==> src/rtl/pm_pkg.sv <==
package pm_pkg;
  localparam int DW = 8;
  localparam int NW = 4;

  typedef enum logic [2:0] {
    SEL_NONE, SEL_CNT, SEL_NIB, SEL_CTL, SEL_EVEN, SEL_OVEN, SEL_EVST, SEL_OVLT
  } sel_e;

  typedef struct packed {
    logic smp;
    logic clr;
  } ctl_t;
endpackage

==> src/rtl/pm_counter.sv <==
module pm_counter #(
  parameter int W = 8
) (
  input  logic         clk,
  input  logic         rst,
  input  logic         clr,
  input  logic         smp,
  input  logic         tick,
  input  logic         ev,
  input  logic         wr,
  input  logic [W-1:0] wdata,
  output logic [W-1:0] vis,
  output logic         wrap
);
  localparam logic [W-1:0] TOP = '1;
  localparam logic [W-1:0] ONE = {{(W-1){1'b0}}, 1'b1};

  logic [W-1:0] acc;
  logic [W-1:0] ev_w;

  assign ev_w = ev ? ONE : '0;

  always_comb begin
    if (clr)      wrap = 1'b0;
    else if (smp) wrap = ev && (acc == TOP);
    else          wrap = ev && !wr && (vis == TOP);
  end

  always_ff @(posedge clk) begin
    if (rst || clr) begin
      vis <= '0;
      acc <= '0;
    end else if (smp) begin
      if (tick) begin
        acc <= '0;
        vis <= wr ? wdata : acc + ev_w;
      end else begin
        acc <= acc + ev_w;
        if (wr) vis <= wdata;
      end
    end else begin
      acc <= '0;
      if (wr)      vis <= wdata;
      else if (ev) vis <= vis + ONE;
    end
  end

  AST_CLR_HOLDS: assert property (@(posedge clk) disable iff (rst)
    clr |=> (vis == '0));
  AST_LIVE_INC: assert property (@(posedge clk) disable iff (rst)
    (!smp && !clr && ev && !wr) |=> (vis == $past(vis) + ONE));
  AST_WRITE_WINS: assert property (@(posedge clk) disable iff (rst)
    (!smp && !clr && wr) |=> (vis == $past(wdata)));
  AST_SAMPLE_HOLDS: assert property (@(posedge clk) disable iff (rst)
    (smp && !clr && !tick && !wr) |=> $stable(vis));
endmodule

==> src/rtl/pm_sticky.sv <==
module pm_sticky #(
  parameter int N = 5
) (
  input  logic         clk,
  input  logic         rst,
  input  logic         rd_clr,
  input  logic [N-1:0] set,
  output logic [N-1:0] q
);
  always_ff @(posedge clk) begin
    if (rst) q <= '0;
    else     q <= (rd_clr ? '0 : q) | set;
  end

  AST_SET_WINS: assert property (@(posedge clk) disable iff (rst)
    (|set) |=> ((q & $past(set)) == $past(set)));
  AST_READ_CLEARS: assert property (@(posedge clk) disable iff (rst)
    (rd_clr && set == '0) |=> (q == '0));
endmodule

==> src/rtl/pm_errcnt_bank.sv <==
module pm_errcnt_bank
  import pm_pkg::*;
#(
  parameter int NB = 3,
  parameter int AW = 4,
  localparam int NE = NB + 2
) (
  input  logic          clk,
  input  logic          rst,
  input  logic [NE-1:0] ev_i,
  input  logic          tick_i,
  input  logic          reg_wr,
  input  logic          reg_rd,
  input  logic [AW-1:0] reg_addr,
  input  logic [DW-1:0] reg_wdata,
  output logic [DW-1:0] reg_rdata,
  output logic          irq_o
);
  localparam int A_NIB  = NB;
  localparam int A_CTL  = NB + 1;
  localparam int A_EVEN = NB + 2;
  localparam int A_OVEN = NB + 3;
  localparam int A_EVST = NB + 4;
  localparam int A_OVLT = NB + 5;

  sel_e          sel;
  ctl_t          ctl_q;
  logic [NE-1:0] ev_en, ov_en, ev_st, ov_lt, wrap_v;
  logic [DW-1:0] cnt_vis [NB];
  logic [NW-1:0] oof_vis, ra_vis;
  logic [DW-1:0] rd_mux;

  always_comb begin
    int a;
    a = int'(reg_addr);
    if (a < NB)            sel = SEL_CNT;
    else if (a == A_NIB)   sel = SEL_NIB;
    else if (a == A_CTL)   sel = SEL_CTL;
    else if (a == A_EVEN)  sel = SEL_EVEN;
    else if (a == A_OVEN)  sel = SEL_OVEN;
    else if (a == A_EVST)  sel = SEL_EVST;
    else if (a == A_OVLT)  sel = SEL_OVLT;
    else                   sel = SEL_NONE;
  end

  genvar gi;
  generate
    for (gi = 0; gi < NB; gi++) begin : g_byte
      pm_counter #(.W(DW)) u_cnt (
        .clk(clk), .rst(rst), .clr(ctl_q.clr), .smp(ctl_q.smp), .tick(tick_i),
        .ev(ev_i[gi]),
        .wr(reg_wr && sel == SEL_CNT && int'(reg_addr) == gi),
        .wdata(reg_wdata), .vis(cnt_vis[gi]), .wrap(wrap_v[gi])
      );
    end
  endgenerate

  pm_counter #(.W(NW)) u_oof (
    .clk(clk), .rst(rst), .clr(ctl_q.clr), .smp(ctl_q.smp), .tick(tick_i),
    .ev(ev_i[NB]), .wr(reg_wr && sel == SEL_NIB),
    .wdata(reg_wdata[NW-1:0]), .vis(oof_vis), .wrap(wrap_v[NB])
  );

  pm_counter #(.W(NW)) u_realign (
    .clk(clk), .rst(rst), .clr(ctl_q.clr), .smp(ctl_q.smp), .tick(tick_i),
    .ev(ev_i[NB+1]), .wr(reg_wr && sel == SEL_NIB),
    .wdata(reg_wdata[DW-1:NW]), .vis(ra_vis), .wrap(wrap_v[NB+1])
  );

  pm_sticky #(.N(NE)) u_evst (
    .clk(clk), .rst(rst), .rd_clr(reg_rd && sel == SEL_EVST),
    .set(ev_i), .q(ev_st)
  );

  pm_sticky #(.N(NE)) u_ovlt (
    .clk(clk), .rst(rst), .rd_clr(reg_rd && sel == SEL_OVLT),
    .set(wrap_v), .q(ov_lt)
  );

  always_ff @(posedge clk) begin
    if (rst) begin
      ctl_q <= '0;
      ev_en <= '0;
      ov_en <= '0;
    end else if (reg_wr) begin
      if (sel == SEL_CTL)  ctl_q <= ctl_t'(reg_wdata[1:0]);
      if (sel == SEL_EVEN) ev_en <= reg_wdata[NE-1:0];
      if (sel == SEL_OVEN) ov_en <= reg_wdata[NE-1:0];
    end
  end

  always_comb begin
    rd_mux = '0;
    case (sel)
      SEL_CNT: begin
        for (int k = 0; k < NB; k++)
          if (int'(reg_addr) == k) rd_mux = cnt_vis[k];
      end
      SEL_NIB:  rd_mux = {ra_vis, oof_vis};
      SEL_CTL:  rd_mux = DW'(ctl_q);
      SEL_EVEN: rd_mux = DW'(ev_en);
      SEL_OVEN: rd_mux = DW'(ov_en);
      SEL_EVST: rd_mux = DW'(ev_st);
      SEL_OVLT: rd_mux = DW'(ov_lt);
      default:  rd_mux = '0;
    endcase
  end

  always_ff @(posedge clk) begin
    if (rst) begin
      reg_rdata <= '0;
      irq_o     <= 1'b0;
    end else begin
      if (reg_rd) reg_rdata <= rd_mux;
      irq_o <= (|(ev_st & ev_en)) || (|(ov_lt & ov_en));
    end
  end

  AST_IRQ_MASKED: assert property (@(posedge clk) disable iff (rst)
    (ev_en == '0 && ov_en == '0) |=> !irq_o);
  AST_IRQ_RAISE: assert property (@(posedge clk) disable iff (rst)
    (|(ov_lt & ov_en)) |=> irq_o);
endmodule

==> config.mk <==
export PLATFORM = sky130hd
export DESIGN_NAME = pm_errcnt_bank
export DESIGN_NICKNAME = d
export VERILOG_FILES = /design/src/rtl/pm_pkg.sv /design/src/rtl/pm_counter.sv /design/src/rtl/pm_sticky.sv /design/src/rtl/pm_errcnt_bank.sv
export SDC_FILE = /design/constraint.sdc
export NUM_CORES = 1
export LEC_CHECK = 0
export ABC_AREA = 1
export BUFFER_PORTS_ARGS = -buffer_cell sky130_fd_sc_hd__clkbuf_2
export CORE_MARGIN = 10
export CORE_UTILIZATION = 45
export DETAILED_ROUTE_END_ITERATION = 6
export PLACE_DENSITY = 0.74
export SLEW_MARGIN = 5
export SYNTH_ARGS = -nofsm -noshare
export SYNTH_HDL_FRONTEND = slang
export SYNTH_SLANG_ARGS = --single-unit
==> constraint.sdc <==
create_clock -name clk -period 2.08 [get_ports clk]
set_clock_uncertainty 0.15 [all_clocks]
set_input_delay 0.208 -clock clk [delete_from_list [all_inputs] [get_ports clk]]
set_output_delay 0.208 -clock clk [all_outputs]
set_load 0.02 [all_outputs]
==> flow_metrics.tcl <==
set metrics [dict create \
    status "complete, no violations" \
    antennaDiodeCount 0 \
    ctsLongestPathBuffers 2 \
    setup_viol 0 \
    grt_pass1_vias 5566 \
    rsz0062_at_grt "no" \
    clkTransAtPathRegs_ps 70 \
    path_class "register to register" \
    period_minus_slack_ps 1770 \
    ant_nets 0 \
    critPathMaxFanout 4 \
    coreArea_um2 13100 \
    via_count 6382 \
    fin_crit_sh 0.850 \
    fp-row-count 42 \
    tightest_slew_ps 476 \
    drive_above_1_share 0.0833 \
    clk_latency_ps 350 \
    setup_slack_ps 313 \
    maxSlewViolCount 0 \
    synthToLayoutAreaGrowth_pct 10.6 \
    post-cts-setup-buffers 0 \
    cts_tree "done" \
    power_density_nw_per_um2 645 \
    drc 0 \
    synth-seq-cells 95 \
    grt_pass1_wl_um 28700 \
    track_usage 0.195 \
    power_mw 4.28 \
    end_kind "register" \
    ir_drop_uv 376 \
    cts_hold_buffers 0 \
    wl_per_cell_um 15.1 \
    die_area_um2 18400 \
    synthCells 980 \
    die_w_um 136 \
    htreeDepth 3 \
    cp.arrival_ps 1900 \
    cts_sinks 95 \
    cts_made_buffers 9 \
    nets 1041 \
    netlist_area_um2 6010 \
    relSlewSlack 0.682 \
    synth.distinct_cells 35 \
    wirelength_um 17900 \
    overflow 0 \
    holdCritPathClass "primary input to register" \
    dieHeight_um 136 \
    hpwl_um 13100 \
    power_leakage_nw 3.08 \
    antenna_found_initial 0 \
    port_buffers 30 \
    syn_avg_cell_area_um2 6.13 \
    cts_root_buffer "clkbuf_16" \
    dr.first_iter.drc_count 724 \
    io-pin-count 31 \
    maxCapViolations 0 \
    gp_congestion 0.932 \
    finalSetupTns_ps 0 \
    start_kind "register" \
    fill_cells 1371 \
    fmax_mhz 566 \
    via_per_inst 5.39 \
    dr.pass1.iters 5 \
    hold_viol_final 0 \
    critPathRequiredTime_ps 2210 \
    fin_util 0.506 \
    pre_cts_slack_ps 232 \
    yosysWarnings 0 \
    grt_max_degree 44 \
    yosysSeqAreaShare 0.317 \
    start_util 0.457 \
    synth_fp_nets 1017 \
    cts-resized-gates 0 \
]
==> per-stage QoR <==
| step | std cells | cell area [µm²] | hold slack [ps] |
|---|---|---|---|
| floorplan | 980 | 6010 | 175 |
| global placement | 1169 | 6360 | 300 |
| detailed placement | 1169 | 6360 | 305 |
| CTS | 1185 | 6650 | 6.68 |
| global route | 1185 | 6650 | 17.1 |
| finish | 1185 | 6650 | 15.5 |
==> final timing paths <==
check                               from                endpoint  slack (ps)  cells after the start
hold reg to reg                 ev_en[4]                ev_en[4]         320                      2
hold / removal                   ev_i[3]             u_evst.q[3]          20                      3
setup reg to reg  g_byte[0].u_cnt.acc[0]  g_byte[0].u_cnt.vis[4]         310                      9
setup / recovery  g_byte[0].u_cnt.acc[0]  g_byte[0].u_cnt.vis[4]         310                      9
==> synthesized netlist by cell type <==
library cell	number	area, µm²
or2_2	2	12.5
nand2_8	1	20.0
clkbuf_1	16	60.1
o22ai_1	2	12.5
nand3_4	2	35.0
nand2_2	2	12.5
nor2_1	89	334
buf_4	2	15.0
inv_1	119	447
a21oi_1	70	350
o211ai_2	1	12.5
nand2_1	286	1070
a31oi_1	1	6.26
xnor2_1	10	87.6
o211ai_1	5	37.5
buf_2	15	75.1
nand2_4	3	33.8
clkinv_1	1	3.75
or2_1	2	12.5
nand4_1	17	106
nor2_2	1	6.26
xor2_1	4	35.0
ha_1	15	188
o31ai_1	1	7.51
inv_2	7	26.3
nor2_4	3	33.8
a221oi_1	1	8.76
nand3b_1	5	37.5
o21bai_1	3	22.5
dfxtp_1	95	1900
o21ai_0	76	380
buf_1	2	7.51
o21ai_1	4	20.0
nand3_1	115	576
nor3_1	2	10.0
==> critical path: stages (launching register included) <==
cell and delay [ps]:
dfxtp_1 330, ha_1 190, ha_1 200, nand3_1 150, or2_2 320, nand2_1 60, nand2_1 50, nand3_1 60
nand2_1 50, a21oi_1 130
==> layout by cell type (no fill, tap or decap), drive strengths merged, types with 3 or more instances in the layout <==
cell type	count
a21oi	70
dfxtp	95
nand2	292
o211ai	6
nand4	17
o21bai	3
nor2	93
inv	126
clkinv	4
ha	15
nand3	117
buf	18
xor2	4
or2	4
nand3b	5
xnor2	10
o21ai	80
clkbuf	42
==> registers in the layout, indices dropped and copies added (netlist names) <==
signal	count
u_ovlt.q	5
ev_en	5
u_realign.vis	4
g_byte.u_cnt.acc	24
u_oof.acc	4
u_oof.vis	4
u_realign.acc	4
u_evst.q	5
reg_rdata	8
ov_en	5
ctl_q	2
irq_o	1
g_byte.u_cnt.vis	24
==> per-layer routing <==
layer	part of all wire	wire length, µm	vias to the layer above	global-route usage
met4	0.040	722	0	0.100
met5	0	0	-	0
met3	0.075	1330	50	0.0312
met1	0.45	8000	2887	0.256
met2	0.44	7840	235	0.300
li1	-	-	3210	-
==> kinds of logic after synthesis <==
group	synth area share
simple gates	0.383
flops	0.317
xor+xnor	0.0204
compound gates	0.143
buf+inv	0.106
fa+ha+maj	0.0312
==> cell type report <==
type,count,area (µm²),share of cell area
tap,176,220,0.0331
sequential,95,1900,0.286
timing repair buffer,48,285,0.0429
multi-input combinational,723,3470,0.522
clock buffer,12,246,0.0371
inverter,127,477,0.0717
clock inverter,4,45.0,0.00678
==> power by group <==
group,switching (mW),total (mW),internal [mW]
logic,0.408,0.619,0.211
registers,0.101,2.00,1.90
clock network,0.710,1.67,0.960
total,1.22,4.28,3.07
(Power assumes the default switching activity.)
